**src/rtl/simd_cmp_pkg.sv**
```systemverilog
package simd_cmp_pkg;

   typedef enum logic [2:0] {
      CMP_EQ = 3'd0,
      CMP_NE = 3'd1,
      CMP_LT = 3'd2,
      CMP_LE = 3'd3,
      CMP_GT = 3'd4,
      CMP_GE = 3'd5
   } cmp_op_e;

   // Map (equal, greater) of a lane onto the requested relation.
   function automatic logic rel_pick(input logic [2:0] op,
                                     input logic       is_eq,
                                     input logic       is_gt);
      logic r;
      case (op)
         CMP_EQ:  r = is_eq;
         CMP_NE:  r = !is_eq;
         CMP_LT:  r = !is_eq && !is_gt;
         CMP_LE:  r = !is_gt;
         CMP_GT:  r = is_gt;
         CMP_GE:  r = is_gt || is_eq;
         default: r = 1'b0;
      endcase
      return r;
   endfunction

endpackage

```
**src/rtl/simd_cmp_unit.sv**
```systemverilog
// Per-nibble primitive compare: equal and unsigned greater-than.
module simd_cmp_unit #(
   parameter int UNIT_W = 4
) (
   input  logic [UNIT_W-1:0] a_i,
   input  logic [UNIT_W-1:0] b_i,
   output logic              eq_o,
   output logic              gt_o
);
   if (UNIT_W < 1) begin : g_bad_w
      $error("simd_cmp_unit: UNIT_W must be at least 1");
   end

   always_comb begin
      eq_o = (a_i == b_i);
      gt_o = (a_i > b_i);
   end
endmodule

```
**src/rtl/simd_cmp_chain.sv**
```systemverilog
// Lane-local accumulation from each lane's low unit upward.
module simd_cmp_chain #(
   parameter int UNITS = 4
) (
   input  logic [UNITS-1:0] eq_u_i,
   input  logic [UNITS-1:0] gt_u_i,
   input  logic [UNITS-1:0] bound_i,   // bound_i[k]: lane ends at unit k
   output logic [UNITS-1:0] ceq_o,
   output logic [UNITS-1:0] cgt_o
);
   if (UNITS < 2) begin : g_bad_units
      $error("simd_cmp_chain: UNITS must be at least 2");
   end

   for (genvar k = 0; k < UNITS; k++) begin : g_link
      if (k == 0) begin : g_first
         assign ceq_o[k] = eq_u_i[k];
         assign cgt_o[k] = gt_u_i[k];
      end else begin : g_next
         logic fresh;
         assign fresh    = bound_i[k-1];
         assign ceq_o[k] = eq_u_i[k] && (fresh || ceq_o[k-1]);
         assign cgt_o[k] = gt_u_i[k] || (eq_u_i[k] && !fresh && cgt_o[k-1]);
      end
   end

   always_comb begin
      for (int k = 0; k < UNITS; k++) begin
         assert_eq_gt_excl_R7: assert (!(ceq_o[k] && cgt_o[k]))
            else $error("chain unit %0d both equal and greater", k);
      end
   end
endmodule

```
**src/rtl/simd_cmp_spread.sv**
```systemverilog
// Copies each lane's top-unit answer down across the lane.
module simd_cmp_spread #(
   parameter int UNITS = 4
) (
   input  logic [UNITS-1:0] top_val_i,
   input  logic [UNITS-1:0] bound_i,
   output logic [UNITS-1:0] res_o
);
   for (genvar k = UNITS - 1; k >= 0; k--) begin : g_fill
      if (k == UNITS - 1) begin : g_top
         assign res_o[k] = top_val_i[k];
      end else begin : g_mid
         assign res_o[k] = bound_i[k] ? top_val_i[k] : res_o[k+1];
      end
   end
endmodule

```
**src/rtl/simd_lane_cmp.sv**
```systemverilog
module simd_lane_cmp
   import simd_cmp_pkg::*;
#(
   parameter int UNIT_W = 4,
   parameter int UNITS  = 4
) (
   input  logic [UNIT_W*UNITS-1:0] a_i,
   input  logic [UNIT_W*UNITS-1:0] b_i,
   input  logic [2:0]              op_i,
   input  logic [UNITS-1:0]        split_i,
   output logic [UNITS-1:0]        res_o
);
   localparam int WORD_W = UNIT_W * UNITS;

   if (UNITS < 2) begin : g_bad_units
      $error("simd_lane_cmp: UNITS must be at least 2");
   end

   logic [UNITS-1:0] eq_u, gt_u, ceq, cgt, bound, top_val;

   // The highest unit always closes a lane; its split bit is unused.
   assign bound = {1'b1, split_i[UNITS-2:0]};

   for (genvar k = 0; k < UNITS; k++) begin : g_unit
      simd_cmp_unit #(.UNIT_W(UNIT_W)) i_unit (
         .a_i (a_i[k*UNIT_W +: UNIT_W]),
         .b_i (b_i[k*UNIT_W +: UNIT_W]),
         .eq_o(eq_u[k]),
         .gt_o(gt_u[k])
      );
      assign top_val[k] = rel_pick(op_i, ceq[k], cgt[k]);
   end

   simd_cmp_chain #(.UNITS(UNITS)) i_chain (
      .eq_u_i (eq_u),
      .gt_u_i (gt_u),
      .bound_i(bound),
      .ceq_o  (ceq),
      .cgt_o  (cgt)
   );

   simd_cmp_spread #(.UNITS(UNITS)) i_spread (
      .top_val_i(top_val),
      .bound_i  (bound),
      .res_o    (res_o)
   );

   always_comb begin
      for (int k = 0; k < UNITS - 1; k++) begin
         if (!split_i[k]) begin
            assert_lane_uniform_R3: assert (res_o[k] == res_o[k+1])
               else $error("bits %0d and %0d differ inside a lane", k, k + 1);
         end
      end
      if (split_i[UNITS-2:0] == '0 && op_i == CMP_EQ) begin
         assert_full_eq_R1: assert (res_o == {UNITS{a_i == b_i}})
            else $error("full-width equality mismatch");
      end
      if (split_i[UNITS-2:0] == '0 && op_i == CMP_GT) begin
         assert_full_gt_R5: assert (res_o == {UNITS{a_i > b_i}})
            else $error("full-width unsigned greater mismatch");
      end
      if (op_i > 3'd5) begin
         assert_unused_op_R4: assert (res_o == '0)
            else $error("unused op code produced a nonzero result");
      end
      if (&split_i[UNITS-2:0] && op_i == CMP_EQ) begin
         for (int k = 0; k < UNITS; k++) begin
            assert_unit_eq_R6: assert (res_o[k] ==
                  (a_i[k*UNIT_W +: UNIT_W] == b_i[k*UNIT_W +: UNIT_W]))
               else $error("nibble %0d equality mismatch", k);
         end
      end
   end

   logic unused_w;
   assign unused_w = (WORD_W == 0);
endmodule

```
**config.mk**
```make
export PLATFORM = sky130hd
export DESIGN_NAME = simd_lane_cmp
export DESIGN_NICKNAME = d
export VERILOG_FILES = /design/src/rtl/simd_cmp_pkg.sv /design/src/rtl/simd_cmp_unit.sv /design/src/rtl/simd_cmp_chain.sv /design/src/rtl/simd_cmp_spread.sv /design/src/rtl/simd_lane_cmp.sv
export SDC_FILE = /design/constraint.sdc
export NUM_CORES = 1
export LEC_CHECK = 0
export ABC_AREA = 1
export BUFFER_PORTS_ARGS = -buffer_cell sky130_fd_sc_hd__buf_4
export CAP_MARGIN = 20
export CORE_MARGIN = 8
export CORE_UTILIZATION = 48
export DETAILED_ROUTE_END_ITERATION = 7
export GPL_ROUTABILITY_DRIVEN = 0
export GPL_TIMING_DRIVEN = 0
export PLACE_DENSITY = 0.85
export SETUP_SLACK_MARGIN = 0.5
export SYNTH_ARGS = -nofsm -noshare
export SYNTH_HDL_FRONTEND = slang
export SYNTH_SLANG_ARGS = --single-unit
```
**constraint.sdc**
```tcl
create_clock -name vclk -period 2.1
set_input_delay 0.21 -clock vclk [all_inputs]
set_output_delay 0.21 -clock vclk [all_outputs]
set_load 0.005 [all_outputs]
```
==> results_dict.tcl, run 1 <==
set metrics [dict create \
    dpl_cell_area_mm2 0.00129 \
    syn2layout_area_growth_pct 76.1 \
    min_from "split_i[1]" \
    min_path_type "primary input to output pin" \
    ys.warnings.count 0 \
    grt_remaining_overflow 0 \
    seqCellArea_um2 0 \
    antenna_left 0 \
    die-width_um 57.1 \
    die_h_um 57.1 \
    start_util_pct 49.2 \
    setup_viol 1 \
    fin_crit_ns 2.19 \
    holdPathStages 4 \
    grt_usage_pct 13.7 \
    grt_antenna_before_repair 0 \
    netlist_area_um2 812 \
    slowest_delay_ns 0.24 \
    path_buf_inv 8 \
    route.detailed.drc 0 \
    yosysTopAreaCell "ha_1" \
    flops_and_latches 0 \
    grt_max_degree 7 \
    fillers 100 \
    tightest_slew_ns 0.401 \
    max-cap-violations 0 \
    rows 15 \
    drt_pass1_iterations 4 \
    hold_viol_final 0 \
    slew_headroom_pct 73.1 \
    yosysMostFrequentCell "inv_1" \
    path_cells "buf_4 > ha_4 > nand2_4 > inv_1 > nand2_1 > nand2_2 > buf_4 > buf_4 > buf_4 > buf_4 > buf_4 > o2111ai_1 > nand4_1 > nand2_1 > buf_6" \
    cp.arrival_ns 1.98 \
    crit_top_cell "buf_4" \
    cellPowerDensity_mw_per_mm2 227 \
    hpwlAfterDp_um 2060 \
    finalMaxSlewViolations 0 \
    io_buffers 42 \
    synth.distinct_cells 23 \
    nets 253 \
    grt_pass1_vias 1012 \
    final.period_utilization_pct 104 \
    design_area_mm2 0.00143 \
    wl_per_cell_um 11.6 \
    cp-start-kind "primary input" \
    critPathMaxFanout 2 \
    num_vias 1040 \
    ios 43 \
    grt_pass1_wl_um 4020 \
    critical-path-top-delay-family "buffers and inverters" \
    antenna_cells 0 \
    finalPower_w 0.000325 \
    fmax_ghz 0.456 \
    crit_path_start "a_i[3]" \
    nClkBuffers 0 \
    end_kind "output pin" \
    synth_top_area_share_pct 24.7 \
    hold_buffers 0 \
    routed_wl_um 2460 \
    via_per_inst 4.88 \
    holdPathEnd "res_o[1]" \
    ys_seq_area_share_pct 0 \
    core_mm2 0.00165 \
    avgSynthCellArea_um2 5.60 \
    crit_required_ns 1.89 \
    synthTopCellsByArea "ha_1, inv_1, nand2_1" \
    slowest_stage "ha_4" \
    synth_nets 200 \
    drtIter0Drc 16 \
    die-area_mm2 0.00326 \
    ir_worst_vdd_v 0.000125 \
    outcome "finished with violations" \
    post-route-worst-setup-slack_ns -0.0919 \
    finalSetupTns_ns -0.0919 \
    rsz0062_at_grt "yes" \
    path_class "primary input to output pin" \
    drive_gt1_share_pct 51.5 \
    synthCells 145 \
    synth_commonest_cells "inv_1, nand2_1, ha_1" \
    violations "negative setup slack" \
    p_leak_nw 0.812 \
]
-- power breakdown --
group	switching, W	total (W)	internal [W]
clock network	0	0	0
registers	0	0	0
logic	0.000155	0.000325	0.000170
total	0.000155	0.000325	0.000170
-- cell families (layout without fill, tap and decap cells) --
family	count (synthesis)	after routing	synth area share [%]
and+or+nand+nor	69	69	42.2
buffers and inverters	41	92	19.0
adders and majority gates	16	16	24.7
AOI/OAI and AO/OA	19	19	14.2
-- placed cells by master, fill, tap and decap left out, drive strengths merged --
cell type and n:
nand3 7, buf 51, a21oi 7, inv 38
nand2 41, o21bai 2, o211ai 1, nor2 15
nand4 3, ha 16, clkinv 3, o2111ai 1
a221oi 1, o21ai 6, nor3 2, or2 1
a31oi 1
-- final cells by class --
type	instances	area [µm²]	area share [%]
repair buffers	51	402	28.1
multi-input cells	104	830	58.0
well taps	17	21.3	1.49
inverters	41	178	12.4
-- worst min-delay path: cells and delay by family --
kind	cells	cell delay [ns]
simple gates	2	0.12
buf+inv	2	0.20
-- routing by layer --
metal  track usage, %  vias to the layer above  part of all wire [%]
met2             27.6                       28                    53
met5                0                        -                     0
met4                0                        0                     0
met3             2.88                        0                   5.6
li1                 -                      558                     -
met1             14.8                      454                    41
-- worst max-delay path by stage --
stage                     depth (start not counted)  slack (ns)        to
after floorplan                                  19        0.27  res_o[0]
after global placement                           21       -0.14  res_o[0]
after detailed placement                         21       -0.17  res_o[0]
after CTS                                        21       -0.03  res_o[0]
after global routing                             21       -0.20  res_o[0]
final                                            15       -0.09  res_o[0]
-- through the flow --
stage	setup slack, ns	hold WS (ns)	std cells	util, %
after floorplan	0.268	0.524	145	-
after global placement	-0.143	0.737	204	78.2
after detailed placement	-0.170	0.736	204	78.2
after CTS	-0.0292	0.746	213	86.1
after global routing	-0.199	0.780	213	86.6
final	-0.0919	0.743	213	86.6
-- repair_timing --
item | CTS | global route
gates resized for setup | 14 | 3
pin swaps | 19 | 8
setup endpoints to repair | 4 | 4
gates cloned | 0 | 0
buffers inserted | 9 | 0
No activity file was read; power rests on OpenSTA's default activity.
==> run 2, diff against run 1 <==
- CORE_UTILIZATION: 48 -> 46
- PLACE_DENSITY: 0.85 -> 0.82
==> run 2 against run 1 <==
  * The flow still finishes with violations (negative setup slack)
  * Worst setup slack improved by 0.045 ns
  * First-iteration DRC count increased by 13%
  * Global-route usage increased by 0.48 points
  * Routed wire length decreased by 1.7%
  * Final cell count decreased by 1.9%
  * Hold slack improved by 0.0042 ns
  * Power decreased by 2.9%
  * Combinational power decreased by 3%
  * Via count decreased by 0.29%
  * Largest power group unchanged
==> results_dict.tcl, run 2 (synthesis results as in run 1) <==
set metrics [dict create \
    flops_and_latches 0 \
    setup_viol 2 \
    fmax_ghz 0.466 \
    cp.arrival_ns 1.94 \
    layout_commonest_cell "buf_4" \
    crit_top_cell "nand2_2" \
    cellPowerDensity_mw_per_mm2 224 \
    max-cap-violations 0 \
    place_inst 204 \
    hold_viol_final 0 \
    met3_usage_pct 3.31 \
    drive_gt1_share_pct 50.5 \
    tightest_slew_ns 0.444 \
    path_cells "buf_8 > inv_12 > ha_4 > nand2_2 > o21ai_4 > nor2_2 > nand2_2 > nand2_2 > nand2_2 > nand2_4 > nand2_4 > nand3_1 > nand2_1 > nand2_1 > inv_2 > nand3_2 > nand3_2 > nand2_2 > nand2_1 > nand2_1 > buf_6" \
    path_class "primary input to output pin" \
    grt_usage_pct 14.2 \
    post-route-worst-setup-slack_ns -0.0471 \
    met1_usage_pct 15.1 \
    dpl_cell_area_mm2 0.00129 \
    nClkBuffers 0 \
    wl_per_cell_um 11.6 \
    grt_pass1_vias 1041 \
    ir_worst_vdd_v 0.000128 \
    slew_headroom_pct 70.2 \
    critPathMaxFanout 4 \
    end_kind "output pin" \
    holdWs_ns 0.747 \
    rsz0062_at_grt "yes" \
    nets 249 \
    final_cell_mix "buf_4, inv_1, nand2_1, nor2_1, nand2_2" \
    drtIter0Drc 18 \
    cp-start-kind "primary input" \
    die-width_um 58.0 \
    num_vias 1037 \
    routed_wl_um 2420 \
    core_mm2 0.00169 \
    grt_max_degree 7 \
    drt_pass1_iterations 4 \
    antenna_cells 0 \
    grt_remaining_overflow 0 \
    finalMaxSlewViolations 0 \
    ios 43 \
    hpwlAfterDp_um 2050 \
    crit_path_start "b_i[1]" \
    slowest_delay_ns 0.26 \
    min_from "split_i[1]" \
    fin_cells 209 \
    crit_required_ns 1.89 \
    start_util_pct 48.1 \
    final_util_pct 83.2 \
    grt_antenna_before_repair 0 \
    antenna_left 0 \
    seqCellArea_um2 0 \
    path_buf_inv 4 \
    design_area_mm2 0.00141 \
    outcome "finished with violations" \
    die-area_mm2 0.00337 \
    finalPower_w 0.000315 \
    min_path_type "primary input to output pin" \
    grt_pass1_wl_um 4120 \
    via_per_inst 4.96 \
    p_leak_nw 0.800 \
    rows 15 \
    critical-path-top-delay-family "simple AND/OR/NAND/NOR gates" \
    die_h_um 58.0 \
    met2_usage_pct 28.3 \
    violations "negative setup slack" \
    io_buffers 42 \
    grt-busiest-layer "met2" \
    route.detailed.drc 0 \
    fin_crit_ns 2.15 \
    syn2layout_area_growth_pct 73.0 \
    final.period_utilization_pct 102 \
    slowest_stage "ha_4" \
]
[run 2: cell count changes in the layout (fill, tap and decap cells not counted), moves of 2 or more]
cell     before  now
buf_4        47   44
nand2_1      24   22
nand2_4       6    8
nand3_1       2    4
nand3_2       5    3
[run 2: layout make-up]
class,count,area (µm²)
inverter,41,178
timing repair buffer,47,368
tap,17,21.3
multi-input combinational,104,838
fill,116,284
[run 2: timing repair]
action / CTS / global route
hold buffers: 0 / 0
pin swaps: 17 / 2
buffers inserted: 4 / 1
setup endpoints to repair: 4 / 4
hold endpoints to repair: 0 / 0
gates resized for setup: 8 / 10
[run 2: routing by layer]
layer | part of all wire, % | up-vias
li1 | - | 545
met1 | 37 | 458
met5 | 0 | -
met4 | 0 | 0
met2 | 56 | 34
met3 | 6.4 | 0
[run 2: path summary, 6_finish.rpt]
path                  endpoint  cells after the start
worst max-delay path  res_o[0]                     21
worst min-delay path  res_o[1]                      4
[run 2: worst min-delay path, delay by kind of cell]
kind | cells | cell delay [ns]
buf+inv | 2 | 0.19
simple gates | 2 | 0.13
[run 2: power breakdown]
part	switching, W	internal, W
logic	0.000154	0.000161
clock network	0	0
registers	0	0
total	0.000154	0.000161
[run 2: stage by stage]
| stage | setup slack, ns | TNS (ns) |
|---|---|---|
| final | -0.0471 | -0.0905 |
| after global routing | -0.221 | -0.637 |
| after CTS | -0.0175 | -0.0175 |
| after detailed placement | -0.155 | -0.212 |
| after global placement | -0.136 | -0.173 |
| after floorplan | 0.268 | 0 |
